## config.mk

```make
export PLATFORM = sky130hd
export DESIGN_NAME = conv_repeat_sched
export DESIGN_NICKNAME = d
export VERILOG_FILES = /design/src/rtl/crs_pkg.sv /design/src/rtl/plate_decode.sv /design/src/rtl/repeat_timer.sv /design/src/rtl/conv_repeat_sched.sv
export SDC_FILE = /design/constraint.sdc
export NUM_CORES = 1
export LEC_CHECK = 0
export BUFFER_PORTS_ARGS = -buffer_cell sky130_fd_sc_hd__buf_2
export CAP_MARGIN = 20
export CORE_ASPECT_RATIO = 0.7
export CORE_MARGIN = 5
export CORE_UTILIZATION = 31
export DETAILED_ROUTE_END_ITERATION = 6
export PLACE_DENSITY = 0.57
export SKIP_CTS_REPAIR_TIMING = 1
export SYNTH_ARGS = -nofsm -noshare
export SYNTH_HDL_FRONTEND = slang
export SYNTH_HIERARCHICAL = 1
export SYNTH_SLANG_ARGS = --single-unit
```

## constraint.sdc

```tcl
create_clock -name clk -period 3.8 [get_ports clk]
set_clock_uncertainty 0.15 [all_clocks]
set_input_delay 0 -clock clk [delete_from_list [all_inputs] [get_ports clk]]
set_output_delay 0 -clock clk [all_outputs]
set_load 0.05 [all_outputs]
```

## src/rtl/crs_pkg.sv

```systemverilog
// Shared definitions for the conversion repeat scheduler.
// Assumes a 4-bit channel address space with 11 valid channels.
package crs_pkg;
    localparam int CH_ADDR_W = 4;

    typedef enum logic [1:0] {
        ST_IDLE  = 2'd0,
        ST_BUSY  = 2'd1,
        ST_COUNT = 2'd2,
        ST_WAIT  = 2'd3
    } sched_st_t;

    localparam logic [1:0] REFP_VREF = 2'd0;
    localparam logic [1:0] REFP_YPOS = 2'd1;
    localparam logic [1:0] REFP_XPOS = 2'd2;
    localparam logic [1:0] REFN_GND  = 2'd0;
    localparam logic [1:0] REFN_YNEG = 2'd1;
    localparam logic [1:0] REFN_XNEG = 2'd2;

    // Plate switch bit positions in plate_sw_o
    localparam int SW_XP = 0;
    localparam int SW_XN = 1;
    localparam int SW_YP = 2;
    localparam int SW_YN = 3;
endpackage

```

## src/rtl/plate_decode.sv

```systemverilog
// Channel address decoder: maps an address and the reference mode onto
// plate switch enables, reference selects and an invalid-address flag.
// Purely combinational; assumes the address is stable while it is used.
module plate_decode
    import crs_pkg::*;
(
    input  logic [CH_ADDR_W-1:0] addr_i,
    input  logic                 diff_i,
    output logic [3:0]           plate_sw_o,
    output logic [1:0]           refp_o,
    output logic [1:0]           refn_o,
    output logic                 addr_bad_o
);
    logic [1:0] dp, dn;

    // Decode switch pattern and the differential reference pair per channel
    always_comb begin
        plate_sw_o = 4'b0000;
        dp         = REFP_VREF;
        dn         = REFN_GND;
        addr_bad_o = 1'b0;
        case (addr_i)
            4'd0: begin
                plate_sw_o[SW_YP] = 1'b1;
                plate_sw_o[SW_YN] = 1'b1;
                dp = REFP_YPOS;
                dn = REFN_YNEG;
            end
            4'd1: begin
                plate_sw_o[SW_XP] = 1'b1;
                plate_sw_o[SW_XN] = 1'b1;
                dp = REFP_XPOS;
                dn = REFN_XNEG;
            end
            4'd2, 4'd10: begin
                plate_sw_o[SW_XN] = 1'b1;
                plate_sw_o[SW_YP] = 1'b1;
                dp = REFP_YPOS;
                dn = REFN_XNEG;
            end
            4'd3, 4'd4, 4'd5, 4'd6, 4'd7, 4'd8, 4'd9: ;
            default: addr_bad_o = 1'b1;
        endcase
    end

    // Single-ended mode always refers to VREF and ground
    always_comb begin
        refp_o = diff_i ? dp : REFP_VREF;
        refn_o = diff_i ? dn : REFN_GND;
    end
endmodule

```

## src/rtl/repeat_timer.sv

```systemverilog
// Interval counter: counts clocks while run_i is high and flags the last
// cycle of the selected period. Held at zero while stopped or cleared.
// Assumes sel_i is nonzero whenever run_i is high.
module repeat_timer #(
    parameter int BASE_PERIOD = 1024
) (
    input  logic       clk,
    input  logic       rst_n,
    input  logic       run_i,
    input  logic       clear_i,
    input  logic [1:0] sel_i,
    output logic       expire_o
);
    localparam int MAX_PERIOD = 16 * BASE_PERIOD;
    localparam int CNT_W      = $clog2(MAX_PERIOD);

    logic [CNT_W-1:0] cnt_q;
    logic [CNT_W-1:0] limit;

    // Terminal count for the selected interval code
    always_comb begin
        case (sel_i)
            2'b01:   limit = CNT_W'(BASE_PERIOD - 1);
            2'b10:   limit = CNT_W'(2 * BASE_PERIOD - 1);
            2'b11:   limit = CNT_W'(MAX_PERIOD - 1);
            default: limit = '1;
        endcase
    end

    assign expire_o = run_i && !clear_i && (cnt_q == limit);

    // Advance the count, wrapping on expiry and parking at zero when idle
    always_ff @(posedge clk) begin
        if (!rst_n || clear_i || !run_i || expire_o) cnt_q <= '0;
        else                                       cnt_q <= cnt_q + 1'b1;
    end
endmodule

```

## src/rtl/conv_repeat_sched.sv

```systemverilog
// Conversion repeat scheduler top: launches one-cycle start pulses on
// request and then once or periodically, gated by touch in master mode.
// Assumes seq_done_i pulses once per launched sequence.
module conv_repeat_sched
    import crs_pkg::*;
#(
    parameter int BASE_PERIOD = 1024
) (
    input  logic                 clk,
    input  logic                 rst_n,
    input  logic [1:0]           interval_sel_i,
    input  logic                 master_mode_i,
    input  logic                 touch_i,
    input  logic                 start_req_i,
    input  logic                 seq_done_i,
    input  logic [CH_ADDR_W-1:0] chan_addr_i,
    input  logic                 diff_mode_i,
    input  logic                 ext_ref_i,
    input  logic                 pm_ref_off_i,
    output logic                 start_o,
    output logic                 chan_err_o,
    output logic [3:0]           plate_sw_o,
    output logic [1:0]           refp_sel_o,
    output logic [1:0]           refn_sel_o,
    output logic                 int_ref_pd_o
);
    sched_st_t  st_q, st_d;
    logic [2:0] cfg_q;
    logic       cfg_change, launch, run, clear, expire, addr_bad;

    plate_decode u_dec (
        .addr_i     (chan_addr_i),
        .diff_i     (diff_mode_i),
        .plate_sw_o (plate_sw_o),
        .refp_o     (refp_sel_o),
        .refn_o     (refn_sel_o),
        .addr_bad_o (addr_bad)
    );

    repeat_timer #(.BASE_PERIOD(BASE_PERIOD)) u_tmr (
        .clk      (clk),
        .rst_n    (rst_n),
        .run_i    (run),
        .clear_i  (clear),
        .sel_i    (interval_sel_i),
        .expire_o (expire)
    );

    assign cfg_change   = ({interval_sel_i, master_mode_i} != cfg_q);
    assign int_ref_pd_o = ext_ref_i | pm_ref_off_i;

    // Next-state logic: decide when to launch, count, wait or stop
    always_comb begin
        st_d   = st_q;
        launch = 1'b0;
        run    = 1'b0;
        clear  = 1'b0;
        case (st_q)
            ST_IDLE: launch = start_req_i;
            ST_BUSY: if (seq_done_i) begin
                if (interval_sel_i == 2'b00)       st_d = ST_IDLE;
                else if (!master_mode_i || touch_i) st_d = ST_COUNT;
                else                                st_d = ST_WAIT;
            end
            ST_COUNT: begin
                run = 1'b1;
                if (cfg_change) begin
                    clear = 1'b1;
                    if (interval_sel_i == 2'b00) st_d = ST_IDLE;
                end else if (master_mode_i && !touch_i) begin
                    clear = 1'b1;
                    st_d  = ST_WAIT;
                end else if (expire) begin
                    launch = 1'b1;
                end
            end
            ST_WAIT: begin
                if (interval_sel_i == 2'b00) st_d = ST_IDLE;
                else if (!master_mode_i)     st_d = ST_COUNT;
                else if (touch_i)            launch = 1'b1;
            end
            default: st_d = ST_IDLE;
        endcase
        if (launch) st_d = addr_bad ? ST_IDLE : ST_BUSY;
    end

    // State, configuration snapshot and registered pulse outputs
    always_ff @(posedge clk) begin
        if (!rst_n) begin
            st_q       <= ST_IDLE;
            cfg_q      <= 3'b000;
            start_o    <= 1'b0;
            chan_err_o <= 1'b0;
        end else begin
            st_q       <= st_d;
            cfg_q      <= {interval_sel_i, master_mode_i};
            start_o    <= launch && !addr_bad;
            chan_err_o <= launch && addr_bad;
        end
    end


    start_one_cycle_chk: assert property (@(posedge clk) disable iff (!rst_n)
        start_o |=> !start_o);

    no_start_while_busy_chk: assert property (@(posedge clk) disable iff (!rst_n)
        (st_q == ST_BUSY && !seq_done_i) |=> !start_o);

    err_excludes_start_chk: assert property (@(posedge clk) disable iff (!rst_n)
        chan_err_o |-> (!start_o && $past(addr_bad)));

    once_returns_idle_chk: assert property (@(posedge clk) disable iff (!rst_n)
        (st_q == ST_BUSY && seq_done_i && interval_sel_i == 2'b00) |=> (st_q == ST_IDLE));

    release_blocks_start_chk: assert property (@(posedge clk) disable iff (!rst_n)
        (st_q == ST_COUNT && master_mode_i && !touch_i) |=> !start_o);
endmodule

```

## After elaboration in Yosys (flattened, before gate mapping)

Index checks and enable logic that the tools add are counted.

- Output and inout bits: 11
- Word-level logic and storage cells: 82
- Flip-flop bits (word level): 21

- Add/sub/neg operators: 1
- Bitwise operators: 1
- Multiplexer cells: 32
- Equal/unequal tests: 21
- Reduce and logical (&&, ||, !) cells: 22

Operators with widths:

| operator | number |
|---|---|
| 14-bit one-hot mux with 2 select lines | 1 |
| 2-bit 2-to-1 mux | 10 |
| 1-bit 2-to-1 mux | 17 |
| 4-bit by 3-bit == test with 1-bit output (second input constant) | 4 |
| 14-bit by 1-bit adder with 14-bit output (second input constant) | 1 |
| 14-bit == test | 1 |
| 4-bit == test (second input constant) | 3 |
| 4-bit inequality test (second input constant) | 3 |
| 11-bit OR reduction | 1 |
| 4-bit by 2-bit == test with 1-bit output (second input constant) | 2 |
| 2-bit one-hot mux with 2 select lines | 2 |
| 2-bit == test (second input constant) | 3 |
| 2-bit one-hot mux with 3 select lines | 1 |
| 3-bit OR reduction | 2 |
| 1-bit logical AND | 5 |
| 1-bit logical NOT | 5 |
| 5-bit AND reduction | 1 |
| 2-bit by 1-bit == test with 1-bit output (second input constant) | 2 |
| 4-bit by 1-bit == test with 1-bit output (second input constant) | 1 |
| 2-bit logical NOT | 2 |
| 4-bit logical NOT | 1 |
| 1-bit logical OR | 4 |
| 4-bit nonzero test | 1 |
| 3-bit inequality test | 1 |
| other kinds (3) | 3 |

## Logic depth before layout (Yosys ltp)

- Depth after elaboration: 14
- Gate-level depth with buffers: 9
- Mapped depth without buffers: 9

## Hierarchy

The synthesis kept the hierarchy.

By module, submodules not included:

| module | cells each | instances | sequential area each (um^2) | area an instance (um^2) |
|---|---|---|---|---|
| repeat_timer | 71 | 1 | 280.3 | 673.1 |
| conv_repeat_sched | 54 | 1 | 140.1 | 435.4 |
| plate_decode | 15 | 1 | 0.0 | 101.3 |

## Least setup slack after synthesis

Ideal clock, no wire load.

- Kind: register to register
- Start: register cfg_q[0]
- End: register u_tmr.cnt_q[2]
- Arrival: 1.708 ns
- Clock period less this slack: 1.972 ns
- Slack: 1.828 ns
- Stages on the path, launching flop included: 9
- Path buffers: 1
- Cells stage by stage: dfxtp_1 -> xor2_1 -> nor4b_1 -> nor2_1 -> inv_1 -> o2111ai_1 -> o2111ai_4 -> buf_6 -> nor2_1

- Word-level cells in the longest chain between the ends: 7

RTL lines:

| item | line | RTL |
|---|---|---|
| from (decl) | conv_repeat_sched.sv:28 | `logic [2:0] cfg_q;` |
| from (signal assigned) | conv_repeat_sched.sv:96 | `cfg_q <= {interval_sel_i, master_mode_i};` |
| 3-bit inequality test * | conv_repeat_sched.sv:49 | `assign cfg_change = ({interval_sel_i, master_mode_i} != cfg_q);` |
| 1-bit 2-to-1 mux * | conv_repeat_sched.sv:67 | `if (cfg_change) begin` |
| 1-bit 2-to-1 mux * | conv_repeat_sched.sv:58 | `case (st_q)` |
| net clear | conv_repeat_sched.sv:29 | `logic cfg_change, launch, run, clear, expire, addr_bad;` |
| 1-bit logical NOT | repeat_timer.sv:30 | `assign expire_o = run_i && !clear_i && (cnt_q == limit);` |
| 1-bit logical AND (2 in a row) | repeat_timer.sv:30 |  |
| 1-bit logical OR * | repeat_timer.sv:34 | `if (!rst_n \|\| clear_i \|\| !run_i \|\| expire_o) cnt_q <= '0;` |
| to (signal assigned) | repeat_timer.sv:35 | `else cnt_q <= cnt_q + 1'b1;` |
| to (decl) | repeat_timer.sv:17 | `logic [CNT_W-1:0] cnt_q;` |

The timed path passes the listed nets; every way through them passes the cells marked *.
A chain may end at the register's enable or synchronous reset.

## Worst setup path in the final report

- Start: input port master_mode_i
- End: register u_tmr.cnt_q[3]

- Word-level cells in the longest chain between the ends: 8

RTL lines:

| item | line | RTL |
|---|---|---|
| from (decl) | conv_repeat_sched.sv:12 | `input logic master_mode_i,` |
| 1-bit logical AND | conv_repeat_sched.sv:70 | `end else if (master_mode_i && !touch_i) begin` |
| 1-bit 2-to-1 mux | conv_repeat_sched.sv:70 |  |
| 1-bit 2-to-1 mux * | conv_repeat_sched.sv:67 |  |
| 1-bit 2-to-1 mux * | conv_repeat_sched.sv:58 |  |
| net clear | conv_repeat_sched.sv:29 |  |
| 1-bit logical NOT | repeat_timer.sv:30 |  |
| 1-bit logical AND (2 in a row) | repeat_timer.sv:30 |  |
| 1-bit logical OR * | repeat_timer.sv:34 |  |

Marked as above.

==> results.md <==
* Nets@finish at 191
* Root Buffer: clkbuf_8
* Worst path max stage delay at 0.53 ns
* PD cells at 326 nW/µm²
* Yosys top cell area share at 34.7%
* Max VDD drop at 0.115 mV
* WHS at 0.000598 ns
* Max-cap violations at 0
* CP arrival at 2.32 ns
* Clk sink count at 21
* Final setup viols at 0
* CP Max Fanout at 14
* Pleak at 0.000604 µW
* Placer congestion estimate at 0.907
* Status: complete, no violations
* Cell Area, Synth at 1210 µm²
* Synthesis-to-finish area growth at 23.8%
* Post-synth top area cell: dfxtp_1
* Initial antenna violation count at 0
* Clock transition at path regs at 0.07 ns
* Worst-Skew Late Latency at 0.25 ns
* Core ar. at 3850 µm²
* Ys async rst share at 0%
* ANT cells at 0
* Die ar. at 5270 µm²
* Global-route wire length before repair at 4400 µm
* Worst min path class: primary input to flip-flop
* Synth Net Count at 157
* Number of synthesized register bits at 21
* Die W at 84.7 µm
* Vias in the first global route at 1048
* Mapped Cells at 140
* Antenna-violating nets left at 0
* CTS Buf Count at 3
* Post-synth EDFFs at 0
* Crit-path leading delay family: buffers and inverters
* CP most frequent cell: nor2_1
* Layout cell share with drive strength beyond 1 at 21.4%
* Largest cells by area after synthesis: dfxtp_1 (35%), xor2_1 (10%), nor2_1 (5.9%), inv_1 (3.1%), and2_1 (2.6%)
* Startpoint Class: primary input
* Tcrit/Tclk final at 61.9%
* RSZ-0062 raised after global routing: false
* Minimum clock period at 2.35 ns
* Buffers & Inverters on Critical Path at 3
* H-tree depth at 1
* Vias per cell at 4.85
* Worst Reg2Reg Path Length in Cells at 7
* Setup TNS at 0 ns
* Kind of critical path: primary input to flip-flop
* Die height at 62.3 µm
* Required time worst endpoint at 3.77 ns
* Max clock buf depth at 2
* Mean Syn Cell Area at 8.64 µm²
* Sequential area share after synthesis at 34.7%
* Via count at 1092
* Largest net degree at the start of global routing at 15
* CP Capture Type: flip-flop
* Commonest non-fill, non-tap cells in the layout: buf_2 (25), dfxtp_1 (21), nor2_1 (19)
* Warnings from Yosys at 6
* Post-Route WL at 2640 µm
* Crit-path slowest cell: dlygate4sd3_1
* Fin. Hold Viols at 0
* Io pins at 26
* Drc violations at 0
* Max Slew Vio Count at 0
* Synth Flop Type: dfxtp_1
* DR pass1 iterations at 4
* Worst-margin pin slew at 0.496 ns
* Hold Path Depth at 3
* Netlist cell types at 40
* Row Count at 19
* CTS tree: yes
* GRT Residual Overflow at 0
* Final Power at 488 µW
* Most common cell after layout, fill and taps aside: buf_2
* IO buf count at 25
* Initial Util at 31.4%
* Max-slew headroom at 66.5%
* Max Clk Rate at 0.425 GHz
* Avg WL per Cell at 11.7 µm
* GRT Util Overall at 10.1%
* Worst path depth at 9
* First DRT Iteration DRCs at 70
* Cell chain of the critical path: dlygate4sd3_1 > buf_2 > xor2_1 > nor4b_1 > nor2_1 > inv_1 > o2111ai_1 > o2111ai_4 > nor2_1
* DP Wirelength at 1920 µm
==> worst paths after layout <==
check                       from             end  slack (ns)
setup / recovery   master_mode_i  u_tmr/cnt_q[3]        1.45
hold / removal    chan_addr_i[3]         start_o      0.0006
setup reg to reg        cfg_q[0]  u_tmr/cnt_q[3]        1.57
hold reg to reg   u_tmr/cnt_q[0]  u_tmr/cnt_q[0]        0.29
==> per-stage QoR <==
stage	setup slack, ns	instance area [µm²]	std cells	utilization [%]
finish	1.45	1500	225	38.9
global route	1.24	1500	225	38.9
CTS	1.56	1420	217	36.8
detailed placement	1.59	1370	213	35.6
global placement	1.67	1370	213	35.6
floorplan	1.83	1210	140	-
==> flip-flops by register name (all words and copies together), names as in the netlist <==
register / count
cfg_q: 3
start_o: 1
u_tmr/cnt_q: 14
chan_err_o: 1
st_q: 2
==> cell families (layout without fill, tap and decap cells) <==
| logic type | Yosys count | after routing | share of synthesized area [%] |
|---|---|---|---|
| buffers and inverters | 14 | 47 | 5.38 |
| adders and majority gates | 2 | 2 | 2.07 |
| AOI/OAI and AO/OA | 21 | 21 | 15.0 |
| xor gates and xnor gates | 17 | 17 | 12.3 |
| and+or+nand+nor | 65 | 65 | 30.5 |
| DFF | 21 | 21 | 34.7 |
==> layer usage <==
layer | GRT usage [%] | share of wire, % | up-vias
met5 | 0 | 0 | -
met4 | 3.56 | 0.72 | 0
met3 | 2.91 | 5.8 | 2
met2 | 15.7 | 46 | 33
met1 | 13.1 | 48 | 490
li1 | - | - | 567
==> synth_stat cells, types with 3 or more instances <==
library cell  instances
nor4_1                5
o21ai_0               3
and2_1                5
nor2_1               19
nor2b_1               3
dfxtp_1              21
and4_1                3
nand3_1               5
xnor2_1               3
nand2_1               6
inv_1                10
xor2_1               14
and3_1                3
a21oi_1               3
nand4_1               5
==> power breakdown <==
part           internal, µW  switching [µW]  leakage [µW]
registers               228            8.95      0.000171
clock network          74.5            66.9     0.0000228
logic                  42.5            66.6      0.000411
total                   345             142      0.000604
==> worst reg2reg max path, stage by stage (launching register included) <==
cell and delay (ns):
dfxtp_1 0.33, xor2_1 0.17, nor4b_1 0.50, nor2_1 0.07, inv_1 0.12, o2111ai_1 0.19
o2111ai_4 0.44, nor2_1 0.12
==> layout make-up <==
| class | count | area (µm²) |
|---|---|---|
| sequential | 21 | 420 |
| timing repair buffer | 33 | 205 |
| multi-input combinational | 105 | 724 |
| tap | 52 | 65.1 |
| fill | 386 | 2350 |
| clock buffer | 4 | 45.0 |
| inverter | 10 | 37.5 |
(Power assumes the default switching activity.)
